## config.mk

```make
export PLATFORM = sky130hd
export DESIGN_NAME = psr_access_unit
export DESIGN_NICKNAME = d
export VERILOG_FILES = /design/src/rtl/psr_pkg.sv /design/src/rtl/psr_view_gate.sv /design/src/rtl/psr_fields.sv /design/src/rtl/psr_access_unit.sv
export SDC_FILE = /design/constraint.sdc
export NUM_CORES = 1
export LEC_CHECK = 0
export BUFFER_PORTS_ARGS = -buffer_cell sky130_fd_sc_hd__buf_2
export CORE_MARGIN = 2
export CORE_UTILIZATION = 37
export DETAILED_ROUTE_END_ITERATION = 8
export PLACE_DENSITY = 0.85
export SETUP_SLACK_MARGIN = 0.2
export SLEW_MARGIN = 15
export SYNTH_ARGS = -nofsm -noshare
export SYNTH_HDL_FRONTEND = slang
export SYNTH_SLANG_ARGS = --single-unit
```

## constraint.sdc

```tcl
create_clock -name clk -period 1.75 [get_ports clk]
set_clock_uncertainty 0.05 [all_clocks]
set_input_delay 0.0875 -clock clk [delete_from_list [all_inputs] [get_ports clk]]
set_output_delay 0.0875 -clock clk [all_outputs]
set_load 0.02 [all_outputs]
```

## src/rtl/psr_pkg.sv

```systemverilog
package psr_pkg;
    localparam int WORD_W      = 32;
    localparam int FLAG_W      = 5;
    localparam int FLAG_LSB    = 27;
    localparam int EXH_W       = 3;
    localparam int EXH_LSB     = 24;
    localparam int EXL_W       = 6;
    localparam int EXL_LSB     = 10;
    localparam int EXEC_W      = EXH_W + EXL_W;
    localparam int EXC_W       = 7;
    localparam int VIEW_W      = 3;
    localparam int SEL_FLAGS   = 0;
    localparam int SEL_EXEC    = 1;
    localparam int SEL_EXC     = 2;

    localparam logic [VIEW_W-1:0] VIEW_FLAGS_ONLY = 3'b001;
    localparam logic [EXEC_W-1:0] EXEC_RESET      = 9'b001_000000;

    typedef struct packed {
        logic flags_en;
        logic exec_en;
        logic exc_en;
        logic denied;
    } gate_t;

    function automatic logic [WORD_W-1:0] pack_word(
        input logic [FLAG_W-1:0] f,
        input logic [EXEC_W-1:0] e,
        input logic [EXC_W-1:0]  x,
        input logic              f_en,
        input logic              e_en,
        input logic              x_en
    );
        logic [WORD_W-1:0] w;
        w = '0;
        if (f_en) w[FLAG_LSB +: FLAG_W] = f;
        if (e_en) begin
            w[EXH_LSB +: EXH_W] = e[EXL_W +: EXH_W];
            w[EXL_LSB +: EXL_W] = e[EXL_W-1:0];
        end
        if (x_en) w[EXC_W-1:0] = x;
        return w;
    endfunction
endpackage

```

## src/rtl/psr_view_gate.sv

```systemverilog
module psr_view_gate
    import psr_pkg::*;
(
    input  logic [VIEW_W-1:0] view,
    input  logic              priv,
    output gate_t             gate
);
    logic allowed;

    always_comb begin
        allowed       = priv || (view == VIEW_FLAGS_ONLY);
        gate.flags_en = allowed && view[SEL_FLAGS];
        gate.exec_en  = allowed && view[SEL_EXEC];
        gate.exc_en   = allowed && view[SEL_EXC];
        gate.denied   = !allowed;
    end
endmodule

```

## src/rtl/psr_fields.sv

```systemverilog
module psr_fields
    import psr_pkg::*;
(
    input  logic              clk,
    input  logic              rst_n,
    input  logic              sw_flag_we,
    input  logic [FLAG_W-1:0] sw_flags,
    input  logic              flag_upd_en,
    input  logic [FLAG_W-1:0] flag_upd_val,
    input  logic              exec_upd_en,
    input  logic [EXEC_W-1:0] exec_upd_val,
    input  logic              exc_upd_en,
    input  logic [EXC_W-1:0]  exc_upd_num,
    output logic [FLAG_W-1:0] flags_q,
    output logic [EXEC_W-1:0] exec_q,
    output logic [EXC_W-1:0]  exc_q
);
    always_ff @(posedge clk or negedge rst_n) begin
        if (!rst_n) begin
            flags_q <= '0;
            exec_q  <= EXEC_RESET;
            exc_q   <= '0;
        end else begin
            if (sw_flag_we)       flags_q <= sw_flags;
            else if (flag_upd_en) flags_q <= flag_upd_val;
            if (exec_upd_en)      exec_q  <= exec_upd_val;
            if (exc_upd_en)       exc_q   <= exc_upd_num;
        end
    end
endmodule

```

## src/rtl/psr_access_unit.sv

```systemverilog
module psr_access_unit
    import psr_pkg::*;
(
    input  logic              clk,
    input  logic              rst_n,
    input  logic [VIEW_W-1:0] rd_view,
    input  logic              rd_priv,
    output logic [WORD_W-1:0] rd_data,
    input  logic              wr_en,
    input  logic [VIEW_W-1:0] wr_view,
    input  logic              wr_priv,
    input  logic [WORD_W-1:0] wr_data,
    output logic              wr_denied,
    input  logic              flag_upd_en,
    input  logic [FLAG_W-1:0] flag_upd_val,
    input  logic              exec_upd_en,
    input  logic [EXEC_W-1:0] exec_upd_val,
    input  logic              exc_upd_en,
    input  logic [EXC_W-1:0]  exc_upd_num,
    output logic [WORD_W-1:0] raw_word
);
    gate_t             rd_gate;
    gate_t             wr_gate;
    logic [FLAG_W-1:0] flags_q;
    logic [EXEC_W-1:0] exec_q;
    logic [EXC_W-1:0]  exc_q;
    logic              sw_flag_we;
    logic              denied_q;

    psr_view_gate u_rd_gate (.view(rd_view), .priv(rd_priv), .gate(rd_gate));
    psr_view_gate u_wr_gate (.view(wr_view), .priv(wr_priv), .gate(wr_gate));

    assign sw_flag_we = wr_en && wr_gate.flags_en;

    psr_fields u_fields (
        .clk          (clk),
        .rst_n        (rst_n),
        .sw_flag_we   (sw_flag_we),
        .sw_flags     (wr_data[FLAG_LSB +: FLAG_W]),
        .flag_upd_en  (flag_upd_en),
        .flag_upd_val (flag_upd_val),
        .exec_upd_en  (exec_upd_en),
        .exec_upd_val (exec_upd_val),
        .exc_upd_en   (exc_upd_en),
        .exc_upd_num  (exc_upd_num),
        .flags_q      (flags_q),
        .exec_q       (exec_q),
        .exc_q        (exc_q)
    );

    always_ff @(posedge clk or negedge rst_n) begin
        if (!rst_n) denied_q <= 1'b0;
        else        denied_q <= wr_en && wr_gate.denied;
    end

    always_comb begin
        // Execution-state request is honoured as a selection but never exposed.
        rd_data  = pack_word(flags_q, '0, exc_q,
                             rd_gate.flags_en, rd_gate.exec_en && 1'b0, rd_gate.exc_en);
        raw_word = pack_word(flags_q, exec_q, exc_q, 1'b1, 1'b1, 1'b1);
    end

    assign wr_denied = denied_q;
endmodule

```

==> flow_summary.rst <==
.. list-table::
   :header-rows: 1

   * - Metric
     - Value
   * - Number of buffers created by CTS
     - 3
   * - Final count of hold timing violations
     - 0
   * - Slowest stage cell, crit path
     - sky130_fd_sc_hd__o21ai_0
   * - Post-CTS sizing
     - 0
   * - Setup crit start kind
     - input port
   * - Pleak
     - 0.985 nW
   * - Synthesis warning total
     - 0
   * - Post-CTS setup repair buffer count
     - 0
   * - Aggregate global-route resource usage
     - 0.150
   * - Peak per-stage delay on the critical path
     - approximately 0.54 ns
   * - Slew at the pin closest to its max-slew limit
     - 0.686 ns
   * - Highest Clock Rate
     - ~0.8 GHz
   * - CP Capture Type
     - output pin
   * - Pre-Repair DR Iteration Count
     - 4
   * - Die height
     - 61.5 um
   * - Num rows
     - 20
   * - Gpl congestion
     - a little under 0.7
   * - Setup repair after global routing missed its margin
     - false
   * - Maximum capacitance violations
     - 0
   * - Mean cell area of the mapped netlist
     - 11.0 um2
   * - Met1 WL
     - between 900 and 1000 um
   * - Area growth from synthesis to layout
     - 45.0%
   * - Deepest level of the CTS H-tree
     - 1
   * - Largest buffer count on any clock path
     - 2
   * - Number of top-level design ports
     - between 100 and 150
   * - Detailed-routed wire length on met3
     - between 200 and 250 um
   * - Startpoint of the worst setup timing path
     - rd_view[2]
   * - Worst vdd ir
     - 0.317 mV
   * - Top layer used by detailed routing
     - met4
   * - Cells after Synth
     - ~110
   * - TritonCTS clock tree
     - built
   * - Layout Nets
     - approximately 280
   * - Result of the run
     - complete, no violations
   * - Initial cell density of the core
     - 0.395
   * - CP Cell Sequence
     - buf_2 -> nor2_1 -> o21ai_0 -> nor2_1 -> buf_2
   * - Setup Total Neg Slack
     - 0 ns
   * - Final critical-path required period
     - roughly 1.2 ns
   * - Wire length of the first global-routing pass
     - 4130 um
   * - Global route overflow
     - 0
   * - Number of flops mapped to enable cells by yosys
     - 0
   * - Total Routed Length
     - 2800 um
   * - Power density normalized to cell area
     - 699 nW/um2
   * - Num Clock Sinks
     - 22
   * - Cell count after placement
     - 224
   * - Async S/R FF share, synth
     - 1.00
   * - Final ANT Viol Nets
     - 0
   * - Sum of met2 wire segment lengths after detailed routing
     - between 1500 and 2000 um
   * - Type of the most critical hold path
     - in -> reg
   * - Most common cell after layout, fill and taps aside
     - sky130_fd_sc_hd__buf_2
   * - Main synth FF type
     - sky130_fd_sc_hd__dfrtp_1
   * - Clk_lat worst skew
     - 0.30 ns
   * - Top library cells by usage in the layout, fill and taps aside
     - 73 x sky130_fd_sc_hd__buf_2, 31 x sky130_fd_sc_hd__conb_1, 24 x sky130_fd_sc_hd__dlygate4sd3_1
   * - Antenna Cells
     - 0
   * - Half-perimeter wire length after detailed placement
     - 1960 um
   * - Number of port buffers
     - 73
   * - Clock edge transition at the registers on the reported setup and hold paths
     - about 0.11 ns
   * - Number of antenna violations at the first check in global routing
     - 0
   * - Data arrival time of the critical path
     - around 1.1 ns
   * - Crit Path Max Fanout
     - 8
   * - #FFs+latches synth
     - 22
   * - DRC violations left
     - 0
   * - Average via count per standard cell
     - 4.16
   * - WP data required
     - approximately 1.6 ns
   * - Maximum number of pins on one net before global-route repair
     - 23
   * - Share of cells above drive strength 1
     - 0.476
   * - Layout Cells excl Fill
     - 252
   * - Number of global-route vias before repair
     - ~1000
   * - Fraction of the yosys area taken by sequential cells
     - 0.450
   * - Number of setup violations in the final report
     - 0
   * - CTS hold repair buffers
     - 24
   * - Category of the critical setup timing path
     - in -> out
   * - Worst rel slew slack
     - 0.538
   * - Layout filler cell count
     - 276
   * - Vias
     - ~1000
   * - Hold Path Origin
     - flag_upd_val[3]
   * - Floorplan Core Area
     - just over 3000 um2
   * - Die ar.
     - 3790 um2
   * - Reg-to-reg critical path startpoint
     - u_fields.flags_q[0]
   * - Total standard cell area after synthesis
     - between 1000 and 1500 um2
   * - Wire length per cell after detailed routing
     - 11.1 um
   * - Library cell used as clock root buffer
     - sky130_fd_sc_hd__clkbuf_4
   * - Number of pins with negative max-slew slack in the final report
     - 0
   * - Violation count after the first detailed-route iteration
     - 29
   * - Synth unique cells
     - 16
   * - Share of the cycle needed by the critical path after routing
     - 0.701
   * - Die W
     - ~62 um
synthesized netlist by cell type, types with 2 or more instances:
master	instances	share of area
sky130_fd_sc_hd__nor2_1	7	0.021
sky130_fd_sc_hd__and3_1	7	0.036
sky130_fd_sc_hd__o21ai_0	6	0.025
sky130_fd_sc_hd__inv_1	5	0.015
sky130_fd_sc_hd__nand2_1	5	0.015
sky130_fd_sc_hd__dfrtp_1	21	0.43
sky130_fd_sc_hd__mux2_2	16	0.15
sky130_fd_sc_hd__buf_4	31	0.19
sky130_fd_sc_hd__mux2_4	5	0.061
sky130_fd_sc_hd__buf_2	2	0.0082
worst paths after layout:
| kind | endpoint | slack [ns] | depth (start not counted) |
|---|---|---|---|
| setup / recovery | rd_data[28] | 0.52 | 5 |
| max in group asynchronous | u_fields.exec_q[6] | 1.06 | 2 |
| hold / removal | u_fields.flags_q[3] | 0.08 | 4 |
| min in group asynchronous | u_fields.exec_q[8] | 0.23 | 2 |
| setup reg to reg | u_fields.flags_q[0] | 0.78 | 3 |
| hold reg to reg | u_fields.exec_q[7] | 0.46 | 1 |
metrics by stage:
stage                     power, mW  utilization  cell area, um2  setup slack, ns  hold WS (ns)
after global placement        0.969        0.487            1510            0.525        0.0232
after detailed placement      0.978        0.487            1510            0.508        0.0316
after floorplan               0.895            -            1340            0.726        -0.258
final                          1.24        0.573            1780            0.523        0.0774
after CTS                      1.26        0.573            1780            0.499        0.0601
after global routing           1.32        0.573            1780            0.435        0.0964
critical path, delay by kind of cell:
family                 cells  cell delay [ns]
AO/OA/AOI/OAI              1             0.54
buffers and inverters      2             0.32
AND/OR/NAND/NOR            2             0.13
area by class of cell:
cell class / count / area [um2] / share of cell area
Timing Repair Buffer: 97 / 606 / 0.341
Sequential cell: 22 / 552 / 0.311
Inverter: 5 / 18.8 / 0.0106
Multi-Input combinational cell: 80 / 519 / 0.292
Tap cell: 44 / 55.1 / 0.0310
Clock buffer: 4 / 26.3 / 0.0148
cell families after synthesis:
group,after synthesis,share of synthesized area
buf+inv,39,0.218
mux,21,0.208
other cells,1,0.00306
simple gates,20,0.0776
compound gates,8,0.0429
flops,22,0.450
layer usage:
layer	up-vias	global-route usage
li1	494	-
met1	494	0.147
met2	59	0.292
met3	2	0.0210
met4	0	0.0912
met5	-	0
power by group:
part / internal (mW) / total, mW / leakage (nW) / switching (mW)
combinational: 0.177 / 0.421 / 0.711 / 0.244
sequential: 0.561 / 0.589 / 0.259 / 0.0273
clock: 0.0886 / 0.233 / 0.0150 / 0.145
total: 0.827 / 1.24 / 0.985 / 0.416
state kept, by name, summed over array words and instances, names as in the netlist:
register / flops
u_fields.exec_q: 9
u_fields.exc_q: 7
u_fields.flags_q: 5
wr_denied: 1
No activity file was read; power rests on OpenSTA's default activity.
